**src/rtl/sic_pkg.sv**
```systemverilog
package sic_pkg;
  localparam int unsigned IX_STATUS = 0;
  localparam int unsigned IX_RAW    = 1;
  localparam int unsigned IX_EN_SET = 2;
  localparam int unsigned IX_EN_CLR = 3;
  localparam int unsigned IX_SW_SET = 4;
  localparam int unsigned IX_SW_CLR = 5;
  localparam int unsigned IX_PT_SET = 8;
  localparam int unsigned IX_PT_CLR = 9;

  typedef struct packed {
    logic en_set;
    logic en_clr;
    logic sw_set;
    logic sw_clr;
    logic pt_set;
    logic pt_clr;
  } wr_dec_t;

  typedef enum logic [2:0] {
    RS_NONE,
    RS_STATUS,
    RS_RAW,
    RS_MASK,
    RS_SOFT,
    RS_PT
  } rd_sel_t;
endpackage

```
**src/rtl/sic_decode.sv**
```systemverilog
module sic_decode
  import sic_pkg::*;
#(
  parameter int unsigned ADDR_W = 12
) (
  input  logic [ADDR_W-1:0] addr_i,
  input  logic              we_i,
  output wr_dec_t           wr_o,
  output rd_sel_t           rsel_o
);
  localparam int unsigned IDX_W = ADDR_W - 2;

  logic [IDX_W-1:0] idx;
  assign idx = addr_i[ADDR_W-1:2];

  always_comb begin
    wr_o = '0;
    if (we_i) begin
      wr_o.en_set = (idx == IDX_W'(IX_EN_SET));
      wr_o.en_clr = (idx == IDX_W'(IX_EN_CLR));
      wr_o.sw_set = (idx == IDX_W'(IX_SW_SET));
      wr_o.sw_clr = (idx == IDX_W'(IX_SW_CLR));
      wr_o.pt_set = (idx == IDX_W'(IX_PT_SET));
      wr_o.pt_clr = (idx == IDX_W'(IX_PT_CLR));
    end
  end

  // the set indices double as read addresses for mask, soft bit and pass enables
  always_comb begin
    rsel_o = RS_NONE;
    if      (idx == IDX_W'(IX_STATUS)) rsel_o = RS_STATUS;
    else if (idx == IDX_W'(IX_RAW))    rsel_o = RS_RAW;
    else if (idx == IDX_W'(IX_EN_SET)) rsel_o = RS_MASK;
    else if (idx == IDX_W'(IX_SW_SET)) rsel_o = RS_SOFT;
    else if (idx == IDX_W'(IX_PT_SET)) rsel_o = RS_PT;
  end
endmodule

```
**src/rtl/sic_regs.sv**
```systemverilog
module sic_regs
  import sic_pkg::*;
#(
  parameter int unsigned NUM_SRC = 32,
  parameter int unsigned PT_LO   = 21,
  parameter int unsigned PT_HI   = 30
) (
  input  logic               clk_i,
  input  logic               rst_ni,
  input  wr_dec_t            wr_i,
  input  logic [NUM_SRC-1:0] wdata_i,
  input  logic [NUM_SRC-1:0] src_i,
  output logic [NUM_SRC-1:0] mask_o,
  output logic [NUM_SRC-1:0] pten_o,
  output logic               swi_o,
  output logic [NUM_SRC-1:0] raw_o
);
  logic [NUM_SRC-1:0] pt_allow;
  logic [NUM_SRC-1:0] mask_q, pten_q, src_q;
  logic               swi_q;

  for (genvar g = 0; g < NUM_SRC; g++) begin : g_allow
    assign pt_allow[g] = (g >= PT_LO) && (g <= PT_HI);
  end

  always_ff @(posedge clk_i or negedge rst_ni) begin
    if (!rst_ni) begin
      mask_q <= '0;
      pten_q <= '0;
      swi_q  <= 1'b0;
      src_q  <= '0;
    end else begin
      src_q <= src_i;
      if (wr_i.en_set) mask_q <= mask_q | wdata_i;
      if (wr_i.en_clr) mask_q <= mask_q & ~wdata_i;
      if (wr_i.sw_set && (|wdata_i)) swi_q <= 1'b1;
      if (wr_i.sw_clr && (|wdata_i)) swi_q <= 1'b0;
      if (wr_i.pt_set) pten_q <= pten_q | (wdata_i & pt_allow);
      if (wr_i.pt_clr) pten_q <= pten_q & ~wdata_i;
    end
  end

  assign mask_o = mask_q;
  assign pten_o = pten_q;
  assign swi_o  = swi_q;
  assign raw_o  = {src_q[NUM_SRC-1:1], src_q[0] | swi_q};
endmodule

```
**src/rtl/sic_route.sv**
```systemverilog
module sic_route #(
  parameter int unsigned NUM_SRC = 32
) (
  input  logic [NUM_SRC-1:0] raw_i,
  input  logic [NUM_SRC-1:0] mask_i,
  input  logic [NUM_SRC-1:0] pten_i,
  input  logic [NUM_SRC-1:0] src_i,
  output logic [NUM_SRC-1:0] status_o,
  output logic               irq_o,
  output logic [NUM_SRC-1:0] pass_o
);
  assign status_o = raw_i & mask_i;
  assign irq_o    = |status_o;
  // bypass uses the live input so the parent sees it without a register stage
  assign pass_o   = src_i & pten_i;
endmodule

```
**src/rtl/sec_irq_ctrl.sv**
```systemverilog
module sec_irq_ctrl
  import sic_pkg::*;
#(
  parameter int unsigned NUM_SRC = 32,
  parameter int unsigned ADDR_W  = 12,
  parameter int unsigned PT_LO   = 21,
  parameter int unsigned PT_HI   = 30
) (
  input  logic               clk_i,
  input  logic               rst_ni,
  input  logic [ADDR_W-1:0]  addr_i,
  input  logic [NUM_SRC-1:0] wdata_i,
  input  logic               we_i,
  input  logic               re_i,
  output logic [NUM_SRC-1:0] rdata_o,
  input  logic [NUM_SRC-1:0] src_i,
  output logic               irq_o,
  output logic [NUM_SRC-1:0] pass_o
);
  wr_dec_t            wr_dec;
  rd_sel_t            rsel;
  logic [NUM_SRC-1:0] mask_q, pten_q, raw_q, status;
  logic               swi_q;

  sic_decode #(.ADDR_W(ADDR_W)) u_decode (
    .addr_i (addr_i),
    .we_i   (we_i),
    .wr_o   (wr_dec),
    .rsel_o (rsel)
  );

  sic_regs #(.NUM_SRC(NUM_SRC), .PT_LO(PT_LO), .PT_HI(PT_HI)) u_regs (
    .clk_i   (clk_i),
    .rst_ni  (rst_ni),
    .wr_i    (wr_dec),
    .wdata_i (wdata_i),
    .src_i   (src_i),
    .mask_o  (mask_q),
    .pten_o  (pten_q),
    .swi_o   (swi_q),
    .raw_o   (raw_q)
  );

  sic_route #(.NUM_SRC(NUM_SRC)) u_route (
    .raw_i    (raw_q),
    .mask_i   (mask_q),
    .pten_i   (pten_q),
    .src_i    (src_i),
    .status_o (status),
    .irq_o    (irq_o),
    .pass_o   (pass_o)
  );

  always_ff @(posedge clk_i or negedge rst_ni) begin
    if (!rst_ni) begin
      rdata_o <= '0;
    end else if (re_i) begin
      unique case (rsel)
        RS_STATUS: rdata_o <= status;
        RS_RAW:    rdata_o <= raw_q;
        RS_MASK:   rdata_o <= mask_q;
        RS_SOFT:   rdata_o <= {{(NUM_SRC-1){1'b0}}, raw_q[0]};
        RS_PT:     rdata_o <= pten_q;
        default:   rdata_o <= '0;
      endcase
    end
  end
endmodule

```
**config.mk**
```make
export PLATFORM = sky130hd
export DESIGN_NAME = sec_irq_ctrl
export DESIGN_NICKNAME = d
export VERILOG_FILES = /design/src/rtl/sic_pkg.sv /design/src/rtl/sic_decode.sv /design/src/rtl/sic_regs.sv /design/src/rtl/sic_route.sv /design/src/rtl/sec_irq_ctrl.sv
export SDC_FILE = /design/constraint.sdc
export NUM_CORES = 1
export LEC_CHECK = 0
export BUFFER_PORTS_ARGS = -buffer_cell sky130_fd_sc_hd__buf_2
export CAP_MARGIN = 20
export CORE_ASPECT_RATIO = 0.7
export CORE_MARGIN = 2
export CORE_UTILIZATION = 36
export CTS_CLUSTER_DIAMETER = 120
export DETAILED_ROUTE_END_ITERATION = 6
export GPL_TIMING_DRIVEN = 0
export PLACE_DENSITY = 0.7
export SYNTH_ARGS = -nofsm -noshare
export SYNTH_HDL_FRONTEND = slang
export SYNTH_SLANG_ARGS = --single-unit
```
**constraint.sdc**
```tcl
create_clock -name clk_i -period 2.9 [get_ports clk_i]
set_input_delay 0.435 -clock clk_i [delete_from_list [all_inputs] [get_ports clk_i]]
set_output_delay 0.435 -clock clk_i [all_outputs]
set_load 0.02 [all_outputs]
```
==> flow_summary.json <==
{
  "status": "finished clean",
  "drv_cap": 0,
  "dr_total_vias": 4776,
  "drv_slew": 0,
  "power.density_nw_per_um2": 585,
  "die_w_um": 154,
  "switching_share_pct": 23.0,
  "drt_iter0_markers": 383,
  "seq_area_um2": 3230,
  "post-synth-top-count-cell": "dfrtp_1",
  "period_share_pct": 80.9,
  "crit_chain": "a22oi_1 -> nand4_1 -> nor4_1 -> nand2_1 -> buf_2",
  "final_util_pct": 46.9,
  "yosysSeqAreaShare_pct": 57.2,
  "clockBufferDepth": 2,
  "ant_nets": 0,
  "ys_top_cells_by_area": "dfrtp_1, o22ai_1, mux2i_1, a21oi_1, inv_1",
  "r2r_slack_ps": 1750,
  "wl_per_cell_um": 17.9,
  "cts_tree": "built",
  "htree_levels": 4,
  "irDropWorstVdd_v": 0.000426,
  "overflow": 0,
  "drc": 0,
  "crit_path_end_kind": "primary output",
  "start_kind": "register",
  "synth-async-reset-ratio_pct": 100,
  "synth_seq_cells": 129,
  "synth_warnings": 0,
  "cp_max_fo": 3,
  "core-area_um2": 15400,
  "finalSetupViolations": 0,
  "path_buf_inv": 1,
  "drive_gt1_share_pct": 25.6,
  "fin_cells": 925,
  "path_class": "reg2out",
  "dpl.hpwl_mm": 11.9,
  "rsz0062_at_grt": "no",
  "multi_input_area_um2": 2010,
  "hold_viol_final": 0,
  "netlist_area_um2": 5640,
  "p_sw_uw": 974,
  "start_util_pct": 36.6,
  "p_leak_uw": 0.00374,
  "nets": 790,
  "cts_sinks": 129,
  "insertion_delay_ps": 410,
  "max_stage_delay_ps": 410,
  "finalClockSkew_ps": 4.48,
  "avgViaCountPerCell": 5.16,
  "routed_wl_mm": 16.5,
  "first_pass_iters": 5,
  "min_path_type": "in2reg",
  "required_ps": 2470,
  "holdPathStages": 1,
  "io_buffers": 141,
  "fmax_mhz": 426,
  "relSlewSlack_pct": 53.1,
  "antenna_found_initial": 3,
  "fin_crit_ps": 2350,
  "holdCritStartpoint": "src_i[19]",
  "crit_family": "simple AND/OR/NAND/NOR gates",
  "io_pins": 145,
  "pwr-share-clk_pct": 49.6,
  "worst-slew-pin-transition_ps": 700,
  "seq_power_share_pct": 44.0,
  "r2r_end": "rdata_o[0]$_DFFE_PN0P_",
  "cts_root_buffer": "clkbuf_16",
  "dieArea_um2": 16700,
  "rr_worst_depth": 4,
  "r2r_start": "u_regs.swi_o$_DFFE_PN0P_",
  "place_congestion": 0.886,
  "syn-num-nets": 628,
  "synthFlopType": "dfrtp_1",
  "cp_slowest_cell": "dfrtp_1",
  "cp_data_arrival_time_ps": 1910,
  "grt_pass1_wl_mm": 26.1,
  "clk_pin_slew_ps": 60,
  "holdPathEnd": "u_regs.src_q[19]$_DFF_PN0_",
  "syn_area_per_cell_um2": 10.3,
  "area_growth_pct": 28.2,
  "ys_types": 37,
  "grt.total_usage_pct": 20.6,
  "dp.cells": 890,
  "p_int_uw": 3250,
  "rows": 38,
  "combPwrFrac_pct": 6.4,
  "syn_inst": 548,
  "grt_pass1_vias": 4651,
  "synthTopCellsByCount": "dfrtp_1, inv_1, o22ai_1",
  "fillCellCount": 1468,
  "cts-buffers-inserted": 17,
  "synth_top_area_share_pct": 57.2,
  "synth_edf_count": 0,
  "grt_max_degree": 100,
  "cts_setup_buffers": 0,
  "die_h_um": 109,
  "yosysTopAreaCell": "dfrtp_1"
}
per-stage QoR:
stage / total power, uW / area (um^2) / TNS, ps / worst slack, ps / hold slack, ps
after detailed placement: 2160 / 6630 / 0 / 590 / 332
after global placement: 2150 / 6600 / -37310 / -301 / 513
after CTS: 4260 / 7220 / 0 / 559 / 123
final: 4230 / 7230 / 0 / 555 / 135
after global routing: 4370 / 7220 / 0 / 419 / 125
after floorplan: 1990 / 5640 / 0 / 1050 / 139
layout by cell type, fill, tap and decap left out, drive strengths merged, types with 2 or more instances in the layout:
cell type / count
a21boi: 22
a21oi: 51
a22oi: 14
and2: 32
buf: 151
bufinv: 2
clkbuf: 45
clkinv: 6
clkinvlp: 2
dfrtp: 129
diode: 2
inv: 68
mux2i: 33
nand2: 33
nand4: 5
nor2: 35
nor4: 11
nor4b: 2
o22ai: 63
metal layers:
metal  part of all wire (%)  track usage [%]
met1                     47             29.6
met2                     43             30.3
met3                    8.0             5.96
met4                    1.5             6.09
met5                  0.079                0
power groups by stage:
stage / Combinational [uW] / Clock [uW] / Sequential (uW)
2_1_floorplan: 107 / 0 / 1880
3_3_place_gp: 261 / 0 / 1890
3_5_place_dp: 269 / 0 / 1890
4_1_cts: 273 / 2120 / 1860
5_1_grt: 301 / 2210 / 1860
6_report: 271 / 2100 / 1860
final cells by class:
class,instances,share of cell area (%)
clock buffers,22,6.56
flip-flops and latches,129,44.7
well taps,200,3.46
plain buffers,32,2.03
repair buffers,143,10.4
diodes,2,0.0693
clock inverters,10,1.51
inverters,68,3.53
multi-input cells,319,27.8
logic make-up after synthesis:
logic type,Yosys count,share of synthesized area (%)
compound gates,158,17.4
buf+inv,100,7.12
mux,33,5.86
flops,129,57.2
fa+ha+maj,1,0.178
simple gates,127,12.2
how the worst max path moves through the flow:
stage	slack, ps	start	cells after the start	end
CTS	560	register	5	irq_o
finish	550	register	5	irq_o
global route	420	register	5	irq_o
floorplan	1050	addr_i[9]	5	register
global placement	-300	rst_ni	1	u_regs.src_q[21]$_DFF_PN0_
detailed placement	590	addr_i[3]	7	rdata_o[30]$_DFFE_PN0P_
what timing repair did:
item | CTS | global route
gates resized for setup | 0 | 0
endpoints found under the hold margin | 30 | 0
hold buffers | 1 | 0
No activity file was read; power rests on OpenSTA's default activity.
